`src/rtl/sd_fifo_pkg.sv`:
```
package sd_fifo_pkg;

  localparam int FLD_W       = 5;
  localparam int DBG_LVL_LSB = 4;
  localparam int DBG_WTH_LSB = 9;
  localparam int DBG_RTH_LSB = 14;
  localparam int ST_DATA_BIT = 0;
  localparam int ST_ERR_BIT  = 3;
  localparam int ST_BLK_BIT  = 9;

  // Free slots in a buffer of the given depth.
  function automatic logic [5:0] free_slots(input logic [5:0] lvl, input logic [5:0] depth);
    return depth - lvl;
  endfunction

  // Direction-aware service flag.
  function automatic logic service_flag(input logic       rd,
                                        input logic [5:0] lvl,
                                        input logic [5:0] depth,
                                        input logic [4:0] rd_thr,
                                        input logic [4:0] wr_thr);
    if (rd) return lvl >= {1'b0, rd_thr};
    return free_slots(lvl, depth) >= {1'b0, wr_thr};
  endfunction

  function automatic logic [31:0] pack_debug(input logic [FLD_W-1:0] lvl,
                                             input logic [FLD_W-1:0] wr_thr,
                                             input logic [FLD_W-1:0] rd_thr);
    logic [31:0] d;
    d = '0;
    d[DBG_LVL_LSB +: FLD_W] = lvl;
    d[DBG_WTH_LSB +: FLD_W] = wr_thr;
    d[DBG_RTH_LSB +: FLD_W] = rd_thr;
    return d;
  endfunction

  function automatic logic [31:0] pack_status(input logic flag, input logic err, input logic blk);
    logic [31:0] s;
    s = '0;
    s[ST_DATA_BIT] = flag;
    s[ST_ERR_BIT]  = err;
    s[ST_BLK_BIT]  = blk;
    return s;
  endfunction

endpackage

```
`src/rtl/sd_fifo_store.sv`:
```
module sd_fifo_store #(
  parameter  int DEPTH = 16,
  parameter  int WIDTH = 32,
  localparam int PTR_W = (DEPTH > 1) ? $clog2(DEPTH) : 1,
  localparam int LVL_W = $clog2(DEPTH + 1)
) (
  input  logic             clk,
  input  logic             rst_n,
  input  logic             flush,
  input  logic             push_req,
  input  logic [WIDTH-1:0] push_data,
  input  logic             pop_req,
  output logic [WIDTH-1:0] head,
  output logic [LVL_W-1:0] level,
  output logic             push_ok,
  output logic             pop_ok,
  output logic             ovf,
  output logic             udf
);

  logic [PTR_W-1:0] wr_ptr, rd_ptr;
  logic [LVL_W-1:0] cnt_q;
  logic [WIDTH-1:0] ent [DEPTH];
  logic             full, empty;

  function automatic logic [PTR_W-1:0] bump(input logic [PTR_W-1:0] p);
    return (p == PTR_W'(DEPTH - 1)) ? '0 : p + 1'b1;
  endfunction

  assign full    = (cnt_q == LVL_W'(DEPTH));
  assign empty   = (cnt_q == '0);
  assign push_ok = push_req && !full;
  assign pop_ok  = pop_req && !empty;
  assign ovf     = push_req && full;
  assign udf     = pop_req && empty;
  assign level   = cnt_q;
  assign head    = ent[rd_ptr];

  for (genvar i = 0; i < DEPTH; i++) begin : g_ent
    logic [WIDTH-1:0] word_q;
    always_ff @(posedge clk) begin
      if (push_ok && (wr_ptr == PTR_W'(i))) word_q <= push_data;
    end
    assign ent[i] = word_q;
  end

  always_ff @(posedge clk or negedge rst_n) begin
    if (!rst_n) begin
      wr_ptr <= '0;
      rd_ptr <= '0;
      cnt_q  <= '0;
    end else if (flush) begin
      wr_ptr <= '0;
      rd_ptr <= '0;
      cnt_q  <= '0;
    end else begin
      if (push_ok) wr_ptr <= bump(wr_ptr);
      if (pop_ok)  rd_ptr <= bump(rd_ptr);
      case ({push_ok, pop_ok})
        2'b10:   cnt_q <= cnt_q + 1'b1;
        2'b01:   cnt_q <= cnt_q - 1'b1;
        default: cnt_q <= cnt_q;
      endcase
    end
  end

endmodule

```
`src/rtl/sd_fifo_blkcnt.sv`:
```
module sd_fifo_blkcnt #(
  parameter int BLK_W = 8
) (
  input  logic             clk,
  input  logic             rst_n,
  input  logic             flush,
  input  logic             xfer_ok,
  input  logic [BLK_W-1:0] blk_words,
  output logic             blk_evt
);

  logic [BLK_W-1:0] cnt_q;
  logic             enabled, last;

  assign enabled = (blk_words != '0);
  assign last    = enabled && (cnt_q == blk_words - 1'b1);
  assign blk_evt = xfer_ok && last;

  always_ff @(posedge clk or negedge rst_n) begin
    if (!rst_n)                  cnt_q <= '0;
    else if (flush)              cnt_q <= '0;
    else if (xfer_ok && enabled) cnt_q <= last ? '0 : cnt_q + 1'b1;
  end

endmodule

```
`src/rtl/sd_fifo_status.sv`:
```
module sd_fifo_status
  import sd_fifo_pkg::*;
#(
  parameter  int DEPTH = 16,
  localparam int LVL_W = $clog2(DEPTH + 1)
) (
  input  logic             clk,
  input  logic             rst_n,
  input  logic             dir_rd,
  input  logic [LVL_W-1:0] level,
  input  logic [FLD_W-1:0] rd_thr,
  input  logic [FLD_W-1:0] wr_thr,
  input  logic             err_evt,
  input  logic             clr_err,
  input  logic             blk_evt,
  input  logic             clr_blk,
  output logic             data_flag,
  output logic             err_q,
  output logic             blk_q
);

  assign data_flag = service_flag(dir_rd, 6'(level), 6'(DEPTH), rd_thr, wr_thr);

  always_ff @(posedge clk or negedge rst_n) begin
    if (!rst_n) begin
      err_q <= 1'b0;
      blk_q <= 1'b0;
    end else begin
      if (err_evt)      err_q <= 1'b1;
      else if (clr_err) err_q <= 1'b0;
      if (blk_evt)      blk_q <= 1'b1;
      else if (clr_blk) blk_q <= 1'b0;
    end
  end

endmodule

```
`src/rtl/sd_data_fifo.sv`:
```
module sd_data_fifo
  import sd_fifo_pkg::*;
#(
  parameter  int DEPTH = 16,
  parameter  int WIDTH = 32,
  parameter  int BLK_W = 8,
  localparam int LVL_W = $clog2(DEPTH + 1)
) (
  input  logic             clk,
  input  logic             rst_n,
  input  logic             xfer_start,
  input  logic             dir_rd,
  input  logic             host_wr_en,
  input  logic [WIDTH-1:0] host_wdata,
  input  logic             host_rd_en,
  output logic [WIDTH-1:0] host_rdata,
  input  logic             shf_push,
  input  logic [WIDTH-1:0] shf_push_data,
  input  logic             shf_pop,
  output logic [WIDTH-1:0] shf_pop_data,
  input  logic [4:0]       cfg_rd_thr,
  input  logic [4:0]       cfg_wr_thr,
  input  logic [BLK_W-1:0] cfg_blk_words,
  input  logic             cfg_data_irq_en,
  input  logic             cfg_blk_irq_en,
  input  logic             clr_err,
  input  logic             clr_blk,
  output logic [31:0]      dbg_word,
  output logic [31:0]      stat_word,
  output logic             irq
);

  // Named internal events, visible to the bound checker.
  logic             push_req, pop_req;
  logic [WIDTH-1:0] push_data, head;
  logic [LVL_W-1:0] level;
  logic             push_ok, pop_ok, ovf_evt, udf_evt;
  logic             xfer_ok, err_evt, blk_evt;
  logic             data_flag, err_q, blk_q;

  assign push_req  = !xfer_start && (dir_rd ? shf_push : host_wr_en);
  assign push_data = dir_rd ? shf_push_data : host_wdata;
  assign pop_req   = !xfer_start && (dir_rd ? host_rd_en : shf_pop);

  sd_fifo_store #(.DEPTH(DEPTH), .WIDTH(WIDTH)) store_i (
    .clk      (clk),
    .rst_n    (rst_n),
    .flush    (xfer_start),
    .push_req (push_req),
    .push_data(push_data),
    .pop_req  (pop_req),
    .head     (head),
    .level    (level),
    .push_ok  (push_ok),
    .pop_ok   (pop_ok),
    .ovf      (ovf_evt),
    .udf      (udf_evt)
  );

  assign xfer_ok = dir_rd ? push_ok : pop_ok;
  assign err_evt = ovf_evt | udf_evt;

  sd_fifo_blkcnt #(.BLK_W(BLK_W)) blkcnt_i (
    .clk      (clk),
    .rst_n    (rst_n),
    .flush    (xfer_start),
    .xfer_ok  (xfer_ok),
    .blk_words(cfg_blk_words),
    .blk_evt  (blk_evt)
  );

  sd_fifo_status #(.DEPTH(DEPTH)) status_i (
    .clk      (clk),
    .rst_n    (rst_n),
    .dir_rd   (dir_rd),
    .level    (level),
    .rd_thr   (cfg_rd_thr),
    .wr_thr   (cfg_wr_thr),
    .err_evt  (err_evt),
    .clr_err  (clr_err),
    .blk_evt  (blk_evt),
    .clr_blk  (clr_blk),
    .data_flag(data_flag),
    .err_q    (err_q),
    .blk_q    (blk_q)
  );

  assign host_rdata   = (dir_rd && pop_ok)  ? head : '0;
  assign shf_pop_data = (!dir_rd && pop_ok) ? head : '0;
  assign dbg_word     = pack_debug(FLD_W'(level), cfg_wr_thr, cfg_rd_thr);
  assign stat_word    = pack_status(data_flag, err_q, blk_q);
  assign irq          = (data_flag & cfg_data_irq_en) | (blk_q & cfg_blk_irq_en);

endmodule

```
`config.mk`:
```
export PLATFORM = sky130hd
export DESIGN_NAME = sd_data_fifo
export DESIGN_NICKNAME = d
export VERILOG_FILES = /design/src/rtl/sd_fifo_pkg.sv /design/src/rtl/sd_fifo_store.sv /design/src/rtl/sd_fifo_blkcnt.sv /design/src/rtl/sd_fifo_status.sv /design/src/rtl/sd_data_fifo.sv
export SDC_FILE = /design/constraint.sdc
export NUM_CORES = 1
export LEC_CHECK = 0
export ABC_AREA = 1
export BUFFER_PORTS_ARGS = -buffer_cell sky130_fd_sc_hd__clkbuf_2
export CAP_MARGIN = 20
export CORE_UTILIZATION = 61
export CTS_CLUSTER_SIZE = 30
export DETAILED_ROUTE_END_ITERATION = 10
export GPL_ROUTABILITY_DRIVEN = 0
export GPL_TIMING_DRIVEN = 1
export PLACE_DENSITY = 0.85
export SLEW_MARGIN = 10
export SYNTH_ARGS = -nofsm -noshare
export SYNTH_HDL_FRONTEND = slang
export SYNTH_SLANG_ARGS = --single-unit
export TNS_END_PERCENT = 1
```
`constraint.sdc`:
```
create_clock -name clk -period 6.4 [get_ports clk]
set_clock_uncertainty 0.1 [all_clocks]
set_input_delay 0.32 -clock clk [delete_from_list [all_inputs] [get_ports clk]]
set_output_delay 0.32 -clock clk [all_outputs]
set_load 0.01 [all_outputs]
```
## Yosys cells after proc, flatten, opt, wreduce, memory -nomap -nowiden

Cells that the tools add are included.
W data, S select, Z words.

- Input port bits: 94
- Output and inout bits: 129
- Register bits after elaboration: 535

- Reductions and logical operators: 40
- Equality and inequality tests: 20
- Order comparisons: 3
- Add/sub/neg operators: 7
- Mux-type cells: 27
- Bitwise operators: 5

Operators with widths:

| operator | count |
|---|---|
| $mux W32 | 5 |
| $bmux W32 S4 | 1 |
| $eq A4 B4 Y1 const B | 9 |
| $logic_and A1 B1 Y1 | 27 |
| $mux W4 | 6 |
| $mux W8 | 3 |
| $eq A4 B3 Y1 const B | 4 |
| $mux W1 | 10 |
| $pmux W5 S2 | 1 |
| $reduce_bool A2 Y1 | 5 |
| $add A4 B1 Y4 const B | 2 |
| $add A8 B1 Y8 const B | 1 |
| $eq A4 B2 Y1 const B | 2 |
| $eq A8 B8 Y1 | 1 |
| $reduce_bool A8 Y1 | 1 |
| $sub A8 B1 Y8 const B | 1 |
| $ge A6 B5 Y1 | 1 |
| $sub A5 B5 Y6 const A | 1 |
| $add A5 B1 Y5 const B | 1 |
| $eq A5 B5 Y1 const B | 1 |
| $ge A5 B5 Y1 | 1 |
| $ge A5 B5 Y1 const B | 1 |
| $logic_not A5 Y1 | 1 |
| $mux W5 | 1 |
| 10 further kinds | 15 |

## Longest topological paths before layout

- Depth after elaboration: 7
- Depth in mapped cells: 15
- Mapped depth without buffers: 15

## Cells and area by module

From an unflattened synthesis, not the netlist that was laid out.

- Cells, all modules: 1988
- Area total of the unflattened synthesis: 23130.9 um2

Modules (own cells, without submodules):

| module | instances | area an instance (um2) | sequential area each (um2) | cells each |
|---|---|---|---|---|
| sd_fifo_store | 1 | 20519.7 | 15700.1 | 1512 |
| sd_data_fifo | 1 | 1341.3 | 0.0 | 285 |
| sd_fifo_blkcnt | 1 | 853.3 | 200.2 | 131 |
| sd_fifo_status | 1 | 416.6 | 50.0 | 60 |

## Worst setup path before layout

Ideal clock, no wire load.

- Kind: flip-flop to flip-flop
- Start: register store_i.cnt_q[0] (netlist: store_i.level[0])
- End: register store_i.g_ent[11].word_q[0], enable pin
- Clock period less this slack: 3386 ps
- Data arrival time: 2865 ps
- Buffers on the path: 0
- Cell stages (with the launch flop): 11
- Path slack: 3014 ps
- Cell sequence: dfrtp_1 inv_1 ha_1 nand2_1 nor2_1 ha_1 inv_1 nand3_4 nor2_1 inv_1 nor2_1

- Word-level cells in the longest chain between the ends: 4

RTL lines:

| what | RTL line | source |
|---|---|---|
| from (decl) | sd_fifo_store.sv:22 | `logic [LVL_W-1:0] cnt_q;` |
| from (signal assigned) | sd_fifo_store.sv:60 | `2'b10: cnt_q <= cnt_q + 1'b1;` |
| from (signal assigned) | sd_fifo_store.sv:61 | `2'b01: cnt_q <= cnt_q - 1'b1;` |
| from (signal assigned) | sd_fifo_store.sv:62 | `default: cnt_q <= cnt_q;` |
| $eq A5 B5 Y1 | sd_fifo_store.sv:30 | `assign full = (cnt_q == LVL_W'(DEPTH));` |
| $logic_not A1 Y1 | sd_fifo_store.sv:32 | `assign push_ok = push_req && !full;` |
| $logic_and A1 B1 Y1 | sd_fifo_store.sv:32 |  |
| $logic_and A1 B1 Y1 | sd_fifo_store.sv:42 | `if (push_ok && (wr_ptr == PTR_W'(i))) word_q <= push_data;` |
| to (signal assigned) | sd_fifo_store.sv:42 |  |
| to (decl) | sd_fifo_store.sv:40 | `logic [WIDTH-1:0] word_q;` |

No other way between the ends.
A chain may end at the register's enable or synchronous reset.

## Worst setup path in the final report

- Start: register store_i.rd_ptr[0]
- End: output port shf_pop_data[10]

- Word-level cells in the longest chain between the ends: 5

RTL lines:

| what | RTL line | source |
|---|---|---|
| from (decl) | sd_fifo_store.sv:21 | `logic [PTR_W-1:0] wr_ptr, rd_ptr;` |
| from (signal assigned) | sd_fifo_store.sv:58 | `if (pop_ok) rd_ptr <= bump(rd_ptr);` |
| $not A4 Y5 (implied by the code) | sd_fifo_store.sv:37 | `assign head = ent[rd_ptr];` |
| $bmux W32 S4 | sd_fifo_store.sv:37 |  |
| $mux W32 (implied by the code) (2 in a row) | sd_fifo_store.sv:37 |  |
| $mux W32 | sd_data_fifo.sv:89 | `assign shf_pop_data = (!dir_rd && pop_ok) ? head : '0;` |
| to (decl) | sd_data_fifo.sv:20 | `output logic [WIDTH-1:0] shf_pop_data,` |

No other way between the ends. The select of a mux whose other input is x is not followed.

==> metrics.md <==
| Metric | Value |
|---|---|
| Outcome | finished clean |
| Post-synth cell types | 42 |
| Area leader, netlist | edfxtp_1 |
| Worst-path clk slew | about 0.06 ns |
| Final setup TNS | 0 ns |
| Setup crit start | store_i.rd_ptr[0]$_DFFE_PN0P_ |
| Area of placed instances | ~24,000 um^2 |
| Setup Fix Bufs, Post-CTS | 0 |
| Drt pass-1 iters | 7 |
| Crit-path cells | inv_6 > buf_4 > nand2_1 > a21oi_1 > nor3_1 > nor2_1 > o21ai_1 > a21oi_1 > clkbuf_2 |
| Synth warn | 0 |
| Slew @ Worst Pin | 1.127 ns |
| Fmax | 231.5 MHz |
| Via density | about 6.0 |
| CTS root buf | clkbuf_16 |
| Endpoints failing hold | 0 |
| Vias in the first global route | 16,140 |
| Post-synthesis sequential area ratio | 68.16% |
| Clk sink count | roughly 540 |
| Hold Path Class | in2reg |
| Placed Cells | 2,643 |
| Clock buffer count from CTS | 51 |
| Number of max-cap violations | 0 |
| Initial core utilization | 62.13% |
| CTS max path bufs | 3 |
| Core ar. | 37,670 um^2 |
| Die Wd | 197.9 um |
| Finished Layout Cells | 2,740 |
| Initial antenna violation count | 0 |
| Crit path required time | about 6 ns |
| Kind of critical path | reg2out |
| Final setup violation count | 0 |
| Cell area after layout | 25,950 um^2 |
| Layout cell share with drive strength beyond 1 | 14.04% |
| Tmin final | 4.320 ns |
| Site row count | 71 |
| CTS tree | yes |
| First-pass GRT wire length | 89,130 um |
| Lkg Pwr | about 0.0096 uW |
| Total track usage | between 30% and 40% |
| Total gr overflow | 0 |
| Top cell type's share of synthesized area | between 60 and 70% |
| Worst path slowest cell | dfrtp_4 |
| Largest cells by area after synthesis | edfxtp_1, nand2_1, nor2_1 |
| Crit-path max FO | around 110 |
| Seq cells post-synth | 535 |
| Max-slew headroom | between 20 and 25% |
| Gate Count Post-Synth | 2,056 |
| Fin. max-slew vios | 0 |
| Reg-to-reg critical path endpoint | store_i.g_ent[8].word_q[29]$_DFFE_PP_ |
| Layout Area Growth over Synthesis | 10.90% |
| Pwr Density | between 300 and 400 nW/um^2 |
| Die Ht | roughly 200 um |
| Largest net degree at the start of global routing | 242 |
| Htree depth | 2 |
| Port buffer count | around 180 |
| Final core utilization | 68.90% |
| Synthesized area | 23,400 um^2 |
| FF-to-FF path depth | 11 |
| PostCTS Resize Cnt | 0 |
| DPL Wire Length | 30,840 um |
| DR DRC count | 0 |
| Worst vdd ir | 390.9 uV |
| WL/cell | 21.58 um |
| Die ar. | around 39,000 um^2 |
| Syn avg cell area | 11.38 um^2 |
| FF-to-FF Start | store_i.level[1]$_DFFE_PN0P_ |
| IO Count | 223 |
| CP Launch Type | flip-flop |
| Tcrit/Tclk final | 67.50% |
| Worst-Skew Late Latency | 0.57 ns |
| Slowest Stage Delay on Critical Path | about 0.72 ns |
| Final nets | 2,308 |
| Final ANT Viol Nets | 0 |
| RSZ-0062 raised after global routing | no |
| Hold buffer count at cts | 4 |
| Total wire length | between 50,000 and 60,000 um |
| Crit end category | output port |
| Setup slack, reg-to-reg | 3.25 ns |
| Initial drt markers | 2,079 |
| Total design power | between 8000 and 9000 uW |
| Critical Path AT | 3.90 ns |
| Via count | 16,547 |
| N_diodes | 0 |
| CP Capture Point | shf_pop_data[10] |
| Most frequent CP cell | a21oi_1 |
| WHS Path Cells | 5 |
cell usage in the layout, fill, tap and decap left out, types with 2 or more instances in the layout:
master | synthesis | final
o22ai_1 | 35 | 35
clkbuf_16 | 0 | 52
o21ai_0 | 123 | 123
nand2_4 | 2 | 2
o2111ai_1 | 35 | 35
nand2_1 | 353 | 353
dfrtp_1 | 23 | 21
o21ai_2 | 5 | 5
inv_2 | 5 | 5
a21oi_1 | 103 | 103
o211ai_1 | 38 | 38
o21ai_1 | 83 | 83
conb_1 | 1 | 46
o31ai_1 | 2 | 2
nand4_1 | 3 | 3
clkbuf_1 | 35 | 20
nand2_2 | 11 | 11
nor3_1 | 32 | 32
xor2_1 | 8 | 8
nor2_1 | 316 | 300
o21a_1 | 2 | 2
nand3_1 | 50 | 50
ha_1 | 23 | 23
inv_1 | 100 | 100
nor2_4 | 2 | 18
clkinv_2 | 1 | 6
buf_4 | 74 | 25
clkinv_1 | 0 | 11
edfxtp_1 | 512 | 512
dfrtp_4 | 0 | 2
clkbuf_2 | 2 | 176
dlygate4sd3_1 | 0 | 4
xnor2_1 | 6 | 6
inv_6 | 0 | 2
flip-flops by register name, summed over array words and instances, names as in the netlist:
| name | flops |
|---|---|
| store_i.g_ent.word_q | 512 |
| store_i.level | 5 |
| store_i.rd_ptr | 4 |
| status_i.blk_q | 1 |
| blkcnt_i.cnt_q | 8 |
| store_i.wr_ptr | 4 |
| status_i.err_q | 1 |
Yosys cell counts (all sizes together):
| cell | instances |
|---|---|
| o21a | 2 |
| a211oi | 1 |
| nor2 | 319 |
| nand2 | 366 |
| a221oi | 1 |
| clkinv | 1 |
| nor3 | 32 |
| nand4 | 3 |
| a21oi | 104 |
| ha | 23 |
| o22ai | 35 |
| buf | 134 |
| o21ai | 211 |
| clkbuf | 37 |
| o31ai | 2 |
| fa | 1 |
| o2111ai | 35 |
| nand3b | 1 |
| conb | 1 |
| dfrtp | 23 |
| edfxtp | 512 |
| nand3 | 51 |
| o221ai | 1 |
| inv | 107 |
| o211ai | 38 |
| a21boi | 1 |
| xnor2 | 6 |
| xor2 | 8 |
worst max-delay path, delay by kind of cell, from the launching register on:
| family | cells | cell delay (ns) |
|---|---|---|
| buffers and inverters | 3 | 1.54 |
| DFF | 1 | 0.72 |
| AOI/OAI and AO/OA | 3 | 0.57 |
| and+or+nand+nor | 3 | 0.35 |
per-stage QoR:
step / setup slack [ns] / hold WS [ns]
2_1_floorplan: 3.014 / -0.07559
3_3_place_gp: 2.808 / 0.2526
3_5_place_dp: 2.676 / 0.2682
4_1_cts: 2.192 / 0.08946
5_1_grt: 1.850 / 0.1246
6_report: 2.080 / 0.1017
cell type report:
cell class                      instances  area, um^2
Sequential cell                       535       15960
Fill cell                            2548       11710
Multi-Input combinational cell       1287        6281
Clock buffer                           72        1376
Timing Repair Buffer                  207        1156
Tap cell                              511       639.4
Inverter                              108       414.1
Clock inverter                         20       128.9
worst min path at each step:
stage	startpoint	to	slack (ns)
after global routing	shf_push	status_i.err_q$_DFFE_PN0P_	0.12
after floorplan	rst_n	blkcnt_i.cnt_q[0]$_DFFE_PN0P_	-0.08
after detailed placement	rst_n	store_i.rd_ptr[3]$_DFFE_PN0P_	0.27
after global placement	rst_n	blkcnt_i.cnt_q[0]$_DFFE_PN0P_	0.25
after CTS	shf_pop	status_i.err_q$_DFFE_PN0P_	0.09
final	shf_pop	status_i.err_q$_DFFE_PN0P_	0.10
where the power goes:
part           switching (uW)  internal, uW  total [uW]  leakage, uW
Clock                    1250          1530        2780     0.000727
Sequential                146          3950        4090      0.00494
Combinational            1480           634        2120      0.00389
Total                    2880          6120        8990      0.00955
per-layer routing:
metal / GRT usage, % / wire (um) / vias to the layer above
li1: - / - / 7393
met1: 38.76 / 21630 / 7948
met2: 52.26 / 29440 / 1029
met3: 4.820 / 5988 / 177
met4: 12.26 / 2056 / 0
met5: 0 / 0 / -
kinds of logic after synthesis:
| logic type | synth area share [%] |
|---|---|
| and+or+nand+nor | 13.18 |
| DFF | 68.16 |
| AOI/OAI and AO/OA | 10.56 |
| buffers and inverters | 6.239 |
| adders and majority gates | 1.315 |
| xor gates and xnor gates | 0.5240 |
| other | 0.01602 |
(Power assumes the default switching activity.)
